File: src/rtl/slotFrameTxPkg.sv
package slotFrameTxPkg;

  // strobes from control to datapath
  typedef struct packed {
    logic load;     // latch a new request
    logic preStep;  // count one gap keystream step
    logic arm;      // open the next slot
    logic endBit;   // close the current slot
  } txStrobeT;

  typedef enum logic [1:0] {
    ST_IDLE = 2'd0,
    ST_GAP  = 2'd1,
    ST_LOAD = 2'd2,
    ST_SLOT = 2'd3
  } txStateT;

endpackage

File: src/rtl/slotFrameTxData.sv
module slotFrameTxData
  import slotFrameTxPkg::*;
#(
  parameter int TS_W       = 16,
  parameter int DATA_W     = 16,
  parameter int LEN_W      = 5,
  parameter int SLOT_TICKS = 21,
  parameter int DATA_GAP   = 70,
  parameter int ACK_GAP    = 758
) (
  input  logic              clk,
  input  logic              rstN,
  input  txStrobeT          strb,
  input  logic              reqIsAck,
  input  logic [DATA_W-1:0] reqData,
  input  logic [LEN_W-1:0]  reqLen,
  input  logic [TS_W-1:0]   refStamp,
  input  logic [TS_W-1:0]   nowStamp,
  input  logic              ksBit,
  output logic              modOut,
  output logic              preZero,
  output logic              reached,
  output logic              lastBit
);

  localparam int PRE_DATA = DATA_GAP / SLOT_TICKS - 1;
  localparam int PRE_ACK  = ACK_GAP / SLOT_TICKS - 1;
  localparam int PRE_MAX  = (PRE_ACK > PRE_DATA) ? PRE_ACK : PRE_DATA;
  localparam int PRE_W    = $clog2(PRE_MAX + 1);

  localparam logic [TS_W-1:0]  SLOT_T   = TS_W'(SLOT_TICKS);
  localparam logic [TS_W-1:0]  GAP_DATA = TS_W'(DATA_GAP);
  localparam logic [TS_W-1:0]  GAP_ACK  = TS_W'(ACK_GAP);
  localparam logic [PRE_W-1:0] PRE_D    = PRE_W'(PRE_DATA);
  localparam logic [PRE_W-1:0] PRE_A    = PRE_W'(PRE_ACK);
  localparam logic [LEN_W-1:0] ONE_LEN  = LEN_W'(1);

  logic [TS_W-1:0]   target;
  logic [TS_W-1:0]   diff;
  logic [PRE_W-1:0]  preCnt;
  logic [DATA_W-1:0] dataSr;
  logic [LEN_W-1:0]  remain;
  logic              isAck;

  // wrap-safe "now is at or past target"
  assign diff    = nowStamp - target;
  assign reached = ~diff[TS_W-1];
  assign preZero = (preCnt == '0);
  assign lastBit = (remain <= ONE_LEN);

  // absolute slot target: advanced by whole slots, never re-based
  always_ff @(posedge clk) begin
    if (!rstN) begin
      target <= '0;
    end else if (strb.load) begin
      target <= refStamp + (reqIsAck ? GAP_ACK : GAP_DATA);
    end else if (strb.arm) begin
      target <= target + SLOT_T;
    end
  end

  always_ff @(posedge clk) begin
    if (!rstN) begin
      preCnt <= '0;
    end else if (strb.load) begin
      preCnt <= reqIsAck ? PRE_A : PRE_D;
    end else if (strb.preStep) begin
      preCnt <= preCnt - 1'b1;
    end
  end

  always_ff @(posedge clk) begin
    if (!rstN) begin
      dataSr <= '0;
      remain <= '0;
      isAck  <= 1'b0;
    end else if (strb.load) begin
      dataSr <= reqData;
      isAck  <= reqIsAck;
      remain <= (reqIsAck || reqLen == '0) ? ONE_LEN : reqLen;
    end else if (strb.endBit) begin
      dataSr <= dataSr >> 1;
      remain <= remain - 1'b1;
    end
  end

  // modulate enable is only changed at slot open and after the final slot
  always_ff @(posedge clk) begin
    if (!rstN) begin
      modOut <= 1'b0;
    end else if (strb.load) begin
      modOut <= 1'b0;
    end else if (strb.arm) begin
      modOut <= isAck ? 1'b1 : (dataSr[0] ^ ksBit);
    end else if (strb.endBit && lastBit) begin
      modOut <= 1'b0;
    end
  end

endmodule

File: src/rtl/slotFrameTxCtrl.sv
module slotFrameTxCtrl
  import slotFrameTxPkg::*;
(
  input  logic     clk,
  input  logic     rstN,
  input  logic     reqValid,
  input  logic     preZero,
  input  logic     reached,
  input  logic     lastBit,
  output txStrobeT strb,
  output logic     ksStep,
  output logic     busy,
  output logic     done
);

  txStateT state, stateNext;
  logic    finish;

  always_comb begin
    strb      = '0;
    ksStep    = 1'b0;
    finish    = 1'b0;
    stateNext = state;
    unique case (state)
      ST_IDLE: begin
        if (reqValid) begin
          strb.load = 1'b1;
          stateNext = ST_GAP;
        end
      end
      ST_GAP: begin
        if (!preZero) begin
          strb.preStep = 1'b1;
          ksStep       = 1'b1;
        end else if (reached) begin
          stateNext = ST_LOAD;
        end
      end
      ST_LOAD: begin
        strb.arm  = 1'b1;
        stateNext = ST_SLOT;
      end
      ST_SLOT: begin
        if (reached) begin
          strb.endBit = 1'b1;
          ksStep      = 1'b1;
          if (lastBit) begin
            finish    = 1'b1;
            stateNext = ST_IDLE;
          end else begin
            stateNext = ST_LOAD;
          end
        end
      end
      default: stateNext = ST_IDLE;
    endcase
  end

  always_ff @(posedge clk) begin
    if (!rstN) begin
      state <= ST_IDLE;
      busy  <= 1'b0;
      done  <= 1'b0;
    end else begin
      state <= stateNext;
      done  <= finish;
      if (strb.load) begin
        busy <= 1'b1;
      end else if (finish) begin
        busy <= 1'b0;
      end
    end
  end

endmodule

File: src/rtl/slotFrameTx.sv
module slotFrameTx
  import slotFrameTxPkg::*;
#(
  parameter int TS_W       = 16,
  parameter int DATA_W     = 16,
  parameter int LEN_W      = 5,
  parameter int SLOT_TICKS = 21,
  parameter int DATA_GAP   = 70,
  parameter int ACK_GAP    = 758
) (
  input  logic              clk,
  input  logic              rstN,
  input  logic [TS_W-1:0]   nowStamp,
  input  logic [TS_W-1:0]   refStamp,
  input  logic              reqValid,
  input  logic              reqIsAck,
  input  logic [DATA_W-1:0] reqData,
  input  logic [LEN_W-1:0]  reqLen,
  input  logic              ksBit,
  output logic              ksStep,
  output logic              modOut,
  output logic              busy,
  output logic              done
);

  txStrobeT strb;
  logic     preZero;
  logic     reached;
  logic     lastBit;

  slotFrameTxCtrl uCtrl (
    .clk      (clk),
    .rstN     (rstN),
    .reqValid (reqValid),
    .preZero  (preZero),
    .reached  (reached),
    .lastBit  (lastBit),
    .strb     (strb),
    .ksStep   (ksStep),
    .busy     (busy),
    .done     (done)
  );

  slotFrameTxData #(
    .TS_W       (TS_W),
    .DATA_W     (DATA_W),
    .LEN_W      (LEN_W),
    .SLOT_TICKS (SLOT_TICKS),
    .DATA_GAP   (DATA_GAP),
    .ACK_GAP    (ACK_GAP)
  ) uData (
    .clk      (clk),
    .rstN     (rstN),
    .strb     (strb),
    .reqIsAck (reqIsAck),
    .reqData  (reqData),
    .reqLen   (reqLen),
    .refStamp (refStamp),
    .nowStamp (nowStamp),
    .ksBit    (ksBit),
    .modOut   (modOut),
    .preZero  (preZero),
    .reached  (reached),
    .lastBit  (lastBit)
  );

endmodule

File: config.mk
export PLATFORM = sky130hd
export DESIGN_NAME = slotFrameTx
export DESIGN_NICKNAME = d
export VERILOG_FILES = /design/src/rtl/slotFrameTxPkg.sv /design/src/rtl/slotFrameTxData.sv /design/src/rtl/slotFrameTxCtrl.sv /design/src/rtl/slotFrameTx.sv
export SDC_FILE = /design/constraint.sdc
export NUM_CORES = 1
export LEC_CHECK = 0
export BUFFER_PORTS_ARGS = -buffer_cell sky130_fd_sc_hd__buf_2
export CORE_MARGIN = 3
export CORE_UTILIZATION = 40
export DETAILED_ROUTE_END_ITERATION = 16
export GPL_ROUTABILITY_DRIVEN = 0
export GPL_TIMING_DRIVEN = 0
export PLACE_DENSITY = 0.66
export SYNTH_ARGS = -nofsm -noshare
export SYNTH_HDL_FRONTEND = slang
export SYNTH_HIERARCHICAL = 1
export SYNTH_SLANG_ARGS = --single-unit
File: constraint.sdc
create_clock -name clk -period 2.8 [get_ports clk]
set_input_delay 0.42 -clock clk [delete_from_list [all_inputs] [get_ports clk]]
set_output_delay 0.42 -clock clk [all_outputs]
set_load 0.05 [all_outputs]
After elaboration in Yosys (flattened, before gate mapping) --
Cells that the tools add are included.
Storage, ports and cells: flip-flop bits (word level) 49, output and inout bits 4, word-level logic and storage cells 69, bits of input ports 58
Cells by class: reductions and logical operators 12, order comparisons 1, add/sub/neg operators 5, equality and inequality tests 7, bitwise gates (word level) 2, mux-type cells 33
Operators with widths (count):
- 16-bit 2-to-1 mux | 4
- 6-bit 2-to-1 mux | 3
- 16-bit adder | 1
- 16-bit by 5-bit adder with 16-bit output (second input constant) | 1
- 16-bit subtractor | 1
- 1-bit 2-to-1 mux | 15
- 5-bit 2-to-1 mux | 3
- 10-bit 2-to-1 mux | 1
- 2-bit 2-to-1 mux | 5
- 2-bit nonzero test | 5
- 2-bit one-hot mux with 4 select lines | 1
- 6-bit zero test | 1
- 2-bit inequality test (second input constant) | 3
- 6-bit by 1-bit subtractor with 6-bit output (second input constant) | 1
- 5-bit by 1-bit less-or-equal comparator with 1-bit output (second input constant) | 1
- 5-bit zero test | 1
- 5-bit by 1-bit subtractor with 5-bit output (second input constant) | 1
- 2-bit == test (second input constant) | 2
- 4-bit AND reduction | 1
- 2-bit by 1-bit == test with 1-bit output (second input constant) | 1
- 2-bit zero test | 1
- 2-bit by 1-bit inequality test with 1-bit output (second input constant) | 1
- 1-bit one-hot mux with 2 select lines | 1
- 2-bit OR reduction | 1
- 4 further kinds | 4

Logic depth before layout (Yosys ltp) --
Gate-level depths: netlist (run 1).
depth in word-level cells 6, gate-level depth with buffers 13, mapped depth without buffers 13

By module --
Netlist (run 1), hierarchy kept.
Modules (own cells, without submodules):
- slotFrameTxData | cells each 373, times used 1, area each 3011.6 um2
- slotFrameTxCtrl | cells each 21, times used 1, area each 209.0 um2

Worst setup path before layout (run 1) --
No wires, ideal clock.
path kind flip-flop to output port, from register uData.target[4], to output port ksStep, stages on the path, launching flop included 10, slack 353 ps, data arrival time 2027 ps, data required time 2380 ps, cell sequence dfxtp_1 > inv_1 > ha_1 > a21oi_1 > o21ai_0 > a21oi_1 > o21ai_1 > xnor2_1 > and3_1 > or2_1
Between the ends: cells in the longest elaborated chain, start to end 3
RTL lines:
- start: declaration | line slotFrameTxData.sv:38 | logic [TS_W-1:0] target;
- start signal: assignment | line slotFrameTxData.sv:56 | target <= refStamp + (reqIsAck ? GAP_ACK : GAP_DATA);
- start signal: assignment | line slotFrameTxData.sv:58 | target <= target + SLOT_T;
- 16-bit subtractor | line slotFrameTxData.sv:46 | assign diff = nowStamp - target;
- 1-bit 2-to-1 mux | line slotFrameTxCtrl.sv:44 | if (reached) begin
- 1-bit one-hot mux with 2 select lines | line slotFrameTxCtrl.sv:24 | unique case (state)
- end: declaration | line slotFrameTx.sv:20 | output logic ksStep,
No other way between the ends.

Worst setup path after layout (run 1) --
from register uData.target[1], to output port ksStep
The elaborated chain is that of the path after synthesis.

==> results of run 1 <==
[power groups by stage]
stage                     combinational, mW  clock (mW)  sequential, mW
after floorplan                       0.480           0           0.873
after CTS                             0.689       0.455           0.866
after global placement                0.645           0           0.876
final                                 0.735       0.442           0.868
after detailed placement              0.661           0           0.879
after global routing                  0.827       0.484           0.882
[metal layers]
metal | vias to the layer above | part of all wire | wire (microns) | GRT usage
met4 | 0 | 0.0061 | 48 | 0.03318
li1 | 1550 | - | - | -
met1 | 1382 | 0.47 | 3725 | 0.2324
met5 | - | 0 | 0 | 0
met3 | 5 | 0.052 | 407 | 0.03127
met2 | 57 | 0.47 | 3674 | 0.3005
[cell usage in the layout (no fill, tap or decap), types with 3 or more instances in the layout]
| cell | netlist | routed |
|---|---|---|
| buf_2 | 2 | 62 |
| nor2_1 | 53 | 53 |
| a21oi_1 | 39 | 37 |
| dfxtp_1 | 49 | 36 |
| nand2_1 | 27 | 27 |
| inv_1 | 25 | 23 |
| xnor2_1 | 22 | 21 |
| ha_1 | 24 | 21 |
| mux2i_1 | 18 | 18 |
| o21ai_0 | 13 | 11 |
| nor3_1 | 11 | 10 |
| clkbuf_1 | 10 | 10 |
| a211oi_1 | 10 | 10 |
| xor2_1 | 9 | 9 |
| dfxtp_2 | 0 | 9 |
| buf_4 | 0 | 8 |
| nand2b_1 | 6 | 6 |
| nand3_1 | 6 | 6 |
| clkbuf_8 | 0 | 5 |
| buf_6 | 3 | 4 |
| nor4_1 | 4 | 4 |
| o21ai_1 | 3 | 4 |
| dfxtp_4 | 0 | 4 |
| nor2b_1 | 3 | 3 |
| and4_1 | 3 | 3 |
| and3_1 | 4 | 3 |
| o21a_1 | 3 | 3 |
| a31oi_1 | 3 | 3 |
| a21o_1 | 3 | 3 |
| a311oi_1 | 3 | 3 |
| o211a_1 | 3 | 3 |
| ha_4 | 0 | 3 |
[metrics by stage]
stage            util  hold slack (ns)  setup WS, ns  area (sq um)   TNS [ns]
2_1_floorplan       -           0.4611        0.3529          3221          0
3_3_place_gp   0.4704           0.4402       -0.1106          3654     -1.407
3_5_place_dp   0.4704           0.4538       -0.1362          3654     -1.517
4_1_cts        0.4897           0.3101      0.001872          3804          0
5_1_grt        0.5029           0.3231     -0.002454          3906  -0.002454
6_report       0.5029           0.3187        0.1072          3906          0
[how the worst max path moves through the flow]
stage / from / to / slack (ns) / cells after the start
after global placement: nowStamp[1] / uData/dataSr[6]$_SDFFE_PN0P_ / -0.11 / 12
after detailed placement: nowStamp[1] / uData/dataSr[3]$_SDFFE_PN0P_ / -0.14 / 12
after floorplan: uData/target[4]$_SDFFE_PN0P_ / ksStep / 0.35 / 9
after global routing: uData/target[12]$_SDFFE_PN0P_ / ksStep / -0.002 / 10
after CTS: uData/target[1]$_SDFFE_PN0P_ / ksStep / 0.002 / 9
final: uData/target[1]$_SDFFE_PN0P_ / ksStep / 0.11 / 9
[cell families after synthesis]
group,share of synthesized area
multiplexers,0.05944
AO/OA/AOI/OAI,0.2044
buffers and inverters,0.05556
XOR/XNOR,0.08430
adder cells (fa/ha/maj),0.09324
AND/OR/NAND/NOR,0.1985
flip-flops,0.3046
[area by class of cell]
class | count | area [sq um] | area share
buffer | 16 | 85.08 | 0.02178
clock buffer | 5 | 68.82 | 0.01762
clock inverter | 3 | 25.02 | 0.006406
inverter | 25 | 93.84 | 0.02402
multi-input combinational | 304 | 2127 | 0.5445
sequential | 49 | 1007 | 0.2578
tap | 102 | 127.6 | 0.03267
timing repair buffer | 69 | 371.6 | 0.09513
[state kept, by name, summed over array words and instances (netlist names)]
name	count
uCtrl/busy	1
uCtrl/done	1
uCtrl/state	2
uData/dataSr	16
uData/isAck	1
uData/modOut	1
uData/preCnt	6
uData/remain	5
uData/target	16
[what timing repair did]
action / CTS / global route
buffers inserted: 2 / 6
endpoints found under the setup margin: 18 / 11
pin swaps: 1 / 8
resized for setup: 17 / 16
[critical path, stage by stage, from the launching register on]
cell	delay (ns)
dfxtp_2	0.37
inv_2	0.06
ha_4	0.20
a211o_1	0.31
a21oi_2	0.17
o21ai_2	0.11
xnor2_2	0.16
and3_4	0.20
or2_1	0.22
buf_6	0.16
==> metrics.md, run 1 <==
| Metric | Value |
|---|---|
| Status | `completed` |
| Routed Wire Length | `approximately 7900 microns` |
| Clock sink total | `between 40 and 50` |
| Synth Register Bits | `between 40 and 50` |
| Die ar. | `9164 sq um` |
| CORE AREA | `7767 sq um` |
| FP Rows | `32` |
| Worst R2R Setup Slack | `0.26 ns` |
| Sw Share | `0.3658` |
| Remaining Overflow, GRT | `0` |
| Critical Path Start Type | `flop` |
| Synthesized Nets | `approximately 480` |
| Setup CP Type | `reg2out` |
| Initial DRC count | `126` |
| Most frequent cell after synthesis | `nor2_1` |
| Worst rel slew slack | `0.6341` |
| Avg WL per Cell | `13.71 microns` |
| Total number of vias | `2994` |
| Reg clk slew, reported paths | `0.10 ns` |
| CP endpoint kind | `primary output` |
| Ys async rst share | `0` |
| Non-Filler Instances | `573` |
| CTS tree | `done` |
| Max-cap violations | `0` |
| Slew @ Worst Pin | `0.5438 ns` |
| Fin Clk Skew | `0.007226 ns` |
| Vias per cell | `5.225` |
| DRC | `0` |
| Reg2Reg Depth | `12` |
| Die Wd | `95.73 microns` |
| Hold EP | `uData/target[1]$_SDFFE_PN0P_` |
| Worst vdd ir | `0.2178 mV` |
| Tmin final | `around 2.7 ns` |
| CTS Hold Buffers Added | `0` |
| First-pass GRT wire length | `12830 microns` |
| I/O pin count | `between 60 and 70` |
| 1st-pass router iterations | `4` |
| Largest cells by area after synthesis | `dfxtp_1 30%, ha_1 9.3%, nor2_1 6.2%` |
| Critical R2R Capture | `uData/dataSr[4]$_SDFFE_PN0P_` |
| Post-synth top area cell | `dfxtp_1` |
| FMAX | `around 0.37 GHz` |
| Synth unique cells | `54` |
| Hold Crit Depth | `2` |
| Flop pwr share | `0.424` |
| Post-detail-place hpwl | `5979 microns` |
| Hold wc startpoint | `refStamp[1]` |
| Mapped Area | `3221 sq um` |
| Number of synthesized flops with an enable pin | `0` |
| Clock root buffer | `clkbuf_8` |
| Combinational power share | `0.359` |
| Port Buffer Count | `61` |
| Data arrival time of the worst path | `roughly 2.3 ns` |
| Inst Count DP | `557` |
| Routed Antenna Nets | `0` |
| Psw | `0.7480 mW` |
| Commonest cells post-synth | `53 x nor2_1, 49 x dfxtp_1, 39 x a21oi_1` |
| Sequential area share after synthesis | `0.3046` |
| Final Max Tran Viols | `0` |
| Layout Nets | `between 500 and 600` |
| Gr usage total | `0.1755` |
| Crit-path max FO | `4` |
| Initial antenna violation count | `0` |
| Final total power | `2.045 mW` |
| Skew-Pair Late Insertion Delay | `0.31 ns` |
| Leak | `1.575 nW` |
| Final setup violation count | `0` |
| Vias in the first global route | `2880` |
| Initial Util | `0.4146` |
| CP required | `~2.4 ns` |
| Largest net degree at the start of global routing | `18` |
| Synth Instances | `394` |
| Clock buffer count from CTS | `5` |
| Syn. warnings | `6` |
| Final worst path period share | `0.9617` |
| Hold Path Class | `in2reg` |
| Pwr Density | `around 520 nW/um^2` |
| Clock buffer depth | `2` |
| Hold Vio Cnt, Final | `0` |
| Reg-to-reg startpoint | `uData/target[1]$_SDFFE_PN0P_` |
| Top FF cell, synth | `dfxtp_1` |
| Diode count | `0` |
| Avg Cell Area, Syn | `just over 8 sq um` |
| Die extent in y | `95.73 microns` |
| Area delta synth->final | `21.29%` |
| Layout cell share with drive strength beyond 1 | `0.2420` |
| Filler cells | `774` |
| H-tree levels | `2` |
| Cell internal pwr | `1.297 mW` |
| Clock network power share | `0.216` |
| Share of the synthesized area in the top cell type | `0.3046` |
Power figures use the tool's default switching activity.
==> inputs of run 2 (changes only) <==
Settings changed: CTS_BUF_LIST set to sky130_fd_sc_hd__clkbuf_2.
==> metrics.md, run 2 (synthesized netlist as in run 1, its figures left out) <==
| Metric | Value |
|---|---|
| Hold Crit Depth | `2 (unchanged)` |
| CP endpoint kind | `primary output` |
| Met2 wire len | `3781 microns (+2.9%)` |
| WL met1 | `3734 microns (+0.24%)` |
| DR WL met3 | `398 microns (-2.2%)` |
| Combinational power share | `0.400 (+0.041)` |
| Flop pwr share | `0.439 (+0.015)` |
| 1st-pass router iterations | `4 (unchanged)` |
| Layout cell share with drive strength beyond 1 | `0.2735 (+0.03145)` |
| Setup ws final | `-0.07623 ns (-0.1835 ns)` |
| Psw | `0.7558 mW (+1.0%)` |
| Clock buffer count from CTS | `5 (unchanged)` |
| Failing checks | `setup timing` |
| First-pass GRT wire length | `12980 microns (+1.2%)` |
| Routed Antenna Nets | `0 (unchanged)` |
| FP Rows | `32 (unchanged)` |
| RSZ-0062 raised after global routing | `true` |
| Layout Nets | `560 (+1.4%)` |
| Worst vdd ir | `0.2055 mV (-5.7%)` |
| Die Wd | `95.73 microns (unchanged)` |
| FMAX | `0.3477 GHz (-6.4%)` |
| Die extent in y | `95.73 microns (unchanged)` |
| Diode count | `0 (unchanged)` |
| Critical R2R Capture | `uData/dataSr[2]$_SDFFE_PN0P_` |
| Placed instance area | `3654 sq um (unchanged)` |
| Critical Path Start Type | `flop` |
| Hold wc startpoint | `refStamp[1]` |
| Vias in the first global route | `2925 (+1.6%)` |
| Total number of vias | `3032 (+1.3%)` |
| Worst hold margin | `0.1472 ns (-0.1714 ns)` |
| Leak | `1.604 nW (+1.9%)` |
| Post-detail-place hpwl | `5979 microns (unchanged)` |
| Largest net degree at the start of global routing | `18 (unchanged)` |
| Skew-Pair Late Insertion Delay | `0.44 ns (+0.13 ns)` |
| Port Buffer Count | `61 (unchanged)` |
| Reg-to-reg startpoint | `uData/target[3]$_SDFFE_PN0P_` |
| Crit-path max FO | `5 (+1)` |
| Pre-CTS setup slack | `-0.1362 ns (unchanged)` |
| Biggest registers after layout | `uData/dataSr (16), uData/target (16), uData/preCnt (6)` |
| Reg2Reg Depth | `14 (+2)` |
| Clock buffer depth | `2 (unchanged)` |
| I/O pin count | `62 (unchanged)` |
| Routed Wire Length | `7988 microns (+1.7%)` |
| Setup CP Type | `reg2out` |
| Worst rel slew slack | `0.6067 (-0.02742)` |
| Initial Util | `0.4146 (unchanged)` |
| Status | `finished with violations` |
| Initial DRC count | `119 (-5.6%)` |
| Final worst path period share | `1.027 (+0.06553)` |
| Setup TNS | `-0.07623 ns (-0.07623 ns)` |
| Worst R2R Setup Slack | `0.17 ns (-0.09 ns)` |
| Most frequent cells in the layout | `62 x buf_2, 53 x nor2_1, 36 x dfxtp_1, 36 x a21oi_1, 25 x nand2_1` |
| Avg WL per Cell | `13.75 microns (+0.28%)` |
| Area delta synth->final | `23.47%` |
| Sw Share | `0.3835 (+0.01767)` |
| Remaining Overflow, GRT | `0 (unchanged)` |
| CORE AREA | `7767 sq um (unchanged)` |
| Tmin final | `2.876 ns (+0.1835 ns)` |
| CTS tree | `done` |
| Finished Cell Area | `3976 sq um (+1.8%)` |
| Initial antenna violation count | `0 (unchanged)` |
| Data arrival time of the worst path | `2.46 ns (+0.19 ns)` |
| Cell internal pwr | `1.215 mW (-6.3%)` |
| Reg clk slew, reported paths | `0.28 ns (+0.18 ns)` |
| Final setup violation count | `1 (+1)` |
| Slew @ Worst Pin | `0.5900 ns (+0.04615 ns)` |
| Hold EP | `uData/target[1]$_SDFFE_PN0P_` |
| Clock network power share | `0.161 (-0.055)` |
| Die ar. | `9164 sq um (unchanged)` |
| Fin Clk Skew | `0.02026 ns (+0.01304 ns)` |
| Pwr Density | `495.7 nW/um^2 (-5.3%)` |
| Clock root buffer | `clkbuf_2` |
| Final Max Tran Viols | `0 (unchanged)` |
| H-tree levels | `2 (unchanged)` |
| DRC | `0 (unchanged)` |
| Final total power | `1.971 mW (-3.6%)` |
| Gr usage total | `0.1772 (+0.001639)` |
| Most common cell after layout, fill and taps aside | `buf_2` |
| Clock sink total | `49 (unchanged)` |
| Max-cap violations | `0 (unchanged)` |
| Hold Path Class | `in2reg` |
| Max layer used | `met4` |
| Hold Vio Cnt, Final | `0 (unchanged)` |
| Vias per cell | `5.219 (-0.13%)` |
| CP required | `2.38 ns (about the same)` |
## run 2: cell count changes in the layout (fill, tap and decap cells not counted), moves of 2 or more
cell      delta
buf_4        +8
clkbuf_2     +5
clkbuf_8     -5
ha_1         -3
ha_4         +3
inv_1        -3
inv_4        +2
nand2_1      -2
nand2_2      +2
## run 2: worst max-delay path: stages (launching register included)
cell     delay, ns
dfxtp_4       0.46
inv_4         0.04
ha_4          0.25
nand2_2       0.04
nor3_2        0.22
a21oi_2       0.11
o21ai_2       0.23
xnor2_2       0.09
and3_4        0.19
or2_1         0.24
buf_6         0.16
## run 2: worst max path at each step
stage / end / start / cells after the start / slack (ns)
3_5_place_dp: uData/dataSr[3]$_SDFFE_PN0P_ / nowStamp[1] / 12 / -0.14
2_1_floorplan: ksStep / uData/target[4]$_SDFFE_PN0P_ / 9 / 0.35
3_3_place_gp: uData/dataSr[6]$_SDFFE_PN0P_ / nowStamp[1] / 12 / -0.11
4_1_cts: ksStep / uData/target[1]$_SDFFE_PN0P_ / 9 / -0.06
6_report: ksStep / uData/target[3]$_SDFFE_PN0P_ / 10 / -0.08
5_1_grt: ksStep / uData/target[3]$_SDFFE_PN0P_ / 10 / -0.19
## run 2: per-layer routing
| layer | GRT usage | vias up |
|---|---|---|
| met2 | 0.3075 | 63 |
| met3 | 0.02893 | 13 |
| li1 | - | 1556 |
| met4 | 0.03673 | 0 |
| met1 | 0.2314 | 1400 |
| met5 | 0 | - |
## run 2: metrics by stage
stage | std cells | utilization
2_1_floorplan | 394 | -
3_3_place_gp | 557 | 0.4704
3_5_place_dp | 557 | 0.4704
4_1_cts | 573 | 0.4926
5_1_grt | 581 | 0.5119
6_report | 581 | 0.5119
## run 2: timing repair
action                                 4_1_cts  5_1_grt
hold buffers                                 0        0
setup endpoints to repair                   19       12
pin swaps                                    7       11
endpoints found under the hold margin        0        0
gates resized for setup                     22       24
buffers inserted                             8        8
## run 2: power groups by stage
stage	combinational (mW)	sequential [mW]	clock [mW]
floorplan	0.480	0.873	0
global placement	0.645	0.876	0
detailed placement	0.661	0.879	0
CTS	0.723	0.863	0.331
global route	0.885	0.880	0.359
finish	0.788	0.866	0.317
## run 2: area by class of cell
| cell class | instances | area (sq um) |
|---|---|---|
| inverter | 25 | 98.84 |
| fill | 762 | 3791 |
| clock inverter | 3 | 25.02 |
| multi-input combinational | 304 | 2173 |
| timing repair buffer | 77 | 431.7 |
| buffer | 16 | 85.08 |
| sequential | 49 | 1010 |
| tap | 102 | 127.6 |
| clock buffer | 5 | 25.02 |
==> inputs of run 3 (changes only) <==
Settings changed: CORE_MARGIN 3 to 2.
==> metrics.md, run 3 (synthesized netlist as in run 1, its figures left out) <==
| Metric | Value |
|---|---|
| Reg-to-reg startpoint | `uData/target[5]$_SDFFE_PN0P_` |
| Vias per cell | `5.254 (+0.68%)` |
| Setup TNS | `-0.01444 ns (+0.06180 ns)` |
| Post-detail-place hpwl | `6101 microns (+2.0%)` |
| Clock sink total | `49 (unchanged)` |
| Hold Path Class | `in2reg` |
| Critical Path, Cell by Cell | `inv_1 > ha_1 > nand2_2 > nor3_2 > a21oi_2 > o21ai_2 > xnor2_2 > and3_4 > or2_4 > buf_8` |
| CP required | `2.38 ns (about the same)` |
| Clock buffer count from CTS | `5 (unchanged)` |
| Biggest registers after layout | `uData/dataSr (16), uData/target (16), uData/preCnt (6)` |
| Share of the core filled with cells | `0.5063 (-0.005638)` |
| Initial Util | `0.4146 (unchanged)` |
| Hold Vio Cnt, Final | `0 (unchanged)` |
| Die extent in y | `93.73 microns (-2.1%)` |
| Avg WL per Cell | `14.03 microns (+2.1%)` |
| Slew @ Worst Pin | `0.5727 ns (-0.01731 ns)` |
| Most frequent cells in the layout | `60 x buf_2, 53 x nor2_1, 37 x dfxtp_1, 36 x a21oi_1, 25 x nand2_1` |
| Initial DRC count | `74 (-38%)` |
| Initial antenna violation count | `0 (unchanged)` |
| I/O pin count | `62 (unchanged)` |
| Setup CP Type | `reg2out` |
| Setup ws final | `-0.01444 ns (+0.06180 ns)` |
| H-tree levels | `2 (unchanged)` |
| FP Rows | `32 (unchanged)` |
| Area delta synth->final | `22.11%` |
| Fin Clk Skew | `0.03736 ns (+0.01710 ns)` |
| FMAX | `0.3553 GHz (+2.2%)` |
| Final setup violation count | `1 (unchanged)` |
| Vias in the first global route | `2868 (-1.9%)` |
| Critical Path Start Type | `flop` |
| First-pass GRT wire length | `13250 microns (+2.1%)` |
| CTS Hold Buffers Added | `0 (unchanged)` |
| Die ar. | `8785 sq um (-4.1%)` |
| Remaining Overflow, GRT | `0 (unchanged)` |
| Die Wd | `93.73 microns (-2.1%)` |
| RSZ-0062 raised after global routing | `true` |
| Pre-CTS setup slack | `-0.1299 ns (+0.006360 ns)` |
| DRC | `0 (unchanged)` |
| Skew-Pair Late Insertion Delay | `0.44 ns (about the same)` |
| Port Buffer Count | `61 (unchanged)` |
| Routed Wire Length | `8070 microns (+1.0%)` |
| Final Max Tran Viols | `0 (unchanged)` |
| Max-cap violations | `0 (unchanged)` |
| Data arrival time of the worst path | `2.39 ns (-0.07 ns)` |
| Status | `finished with violations` |
| Crit-path max FO | `2 (-3)` |
| Clock buffer depth | `2 (unchanged)` |
| Most common cell after layout, fill and taps aside | `buf_2` |
| Inst Count DP | `557 (unchanged)` |
| Largest net degree at the start of global routing | `17 (-1)` |
| Leak | `1.587 nW (-1.1%)` |
| Worst path max stage delay | `0.42 ns (-0.04 ns)` |
| CP startpoint | `uData/target[5]$_SDFFE_PN0P_` |
| Failing checks | `setup timing` |
| CP endpoint kind | `primary output` |
| CP top delay family | `simple AND/OR/NAND/NOR gates` |
| Layout cell share with drive strength beyond 1 | `0.2579 (-0.01556)` |
| WP buf/inv | `2 (unchanged)` |
| Reg clk slew, reported paths | `0.27 ns (about the same)` |
| Hold wc startpoint | `refStamp[1]` |
| Non-Filler Instances | `575 (-1.0%)` |
| CORE AREA | `7767 sq um (unchanged)` |
| Layout Nets | `554 (-1.1%)` |
| Diode count | `0 (unchanged)` |
| CTS tree | `done` |
| Final worst path period share | `1.005 (-0.02207)` |
| Pwr Density | `514.1 nW/um^2 (+3.7%)` |
| Tmin final | `2.814 ns (-0.06180 ns)` |
| 1st-pass router iterations | `4 (unchanged)` |
| Worst rel slew slack | `0.6182 (+0.01154)` |
| Total number of vias | `3021 (-0.36%)` |
| Worst vdd ir | `0.2364 mV (+15%)` |
| Slowest cell on crit path | `dfxtp_4` |
| Gr usage total | `0.1886 (+0.01146)` |
| Clock root buffer | `clkbuf_2` |
| Routed Antenna Nets | `0 (unchanged)` |
run 3: changes by cell type in the layout (fill, tap and decap cells not counted), sizes merged:
cell | before | now
buf | 83 | 77
bufinv | 0 | 1
clkinvlp | 1 | 0
run 3: worst paths after layout:
kind                             endpoint  slack (ns)  cells after the start
min          uData/target[1]$_SDFFE_PN0P_        0.15                      2
min reg2reg       uCtrl/busy$_SDFFE_PN0P_        0.48                      2
max                                ksStep       -0.01                     10
max reg2reg  uData/dataSr[2]$_SDFFE_PN0P_        0.19                     15
run 3: routing by layer:
metal | wire length, microns | share of wire | vias up | global-route usage
li1 | - | - | 1551 | -
met1 | 3855 | 0.48 | 1398 | 0.2562
met2 | 3720 | 0.46 | 63 | 0.3101
met3 | 408 | 0.051 | 9 | 0.03531
met4 | 85 | 0.011 | 0 | 0.04469
met5 | 0 | 0 | - | 0
run 3: power breakdown:
part / switching (mW) / internal, mW / leakage, nW
clock network: 0.238 / 0.153 / 0.0433
registers: 0.0731 / 0.793 / 0.408
logic: 0.427 / 0.338 / 1.13
total: 0.738 / 1.28 / 1.59
run 3: layout make-up:
cell class / instances / area, sq um
inverters: 25 / 96.34
flip-flops and latches: 49 / 1008
clock buffers: 5 / 25.02
multi-input cells: 304 / 2151
repair buffers: 71 / 390.4
well taps: 102 / 127.6
clock inverters: 3 / 43.79
plain buffers: 16 / 90.09
fillers: 780 / 3835
run 3: stage by stage:
step	total power [mW]	hold WS [ns]	area, sq um
floorplan	1.354	0.4611	3221
global placement	1.522	0.4388	3654
detailed placement	1.544	0.4489	3654
CTS	1.995	0.1258	3842
global route	2.168	0.1328	3933
finish	2.022	0.1487	3933
run 3: repair_timing:
item | 4_1_cts | 5_1_grt
setup endpoints to repair | 19 | 11
setup buffers | 8 | 2
pin swaps | 7 | 8
gates cloned | 0 | 0
gates resized for setup | 20 | 24
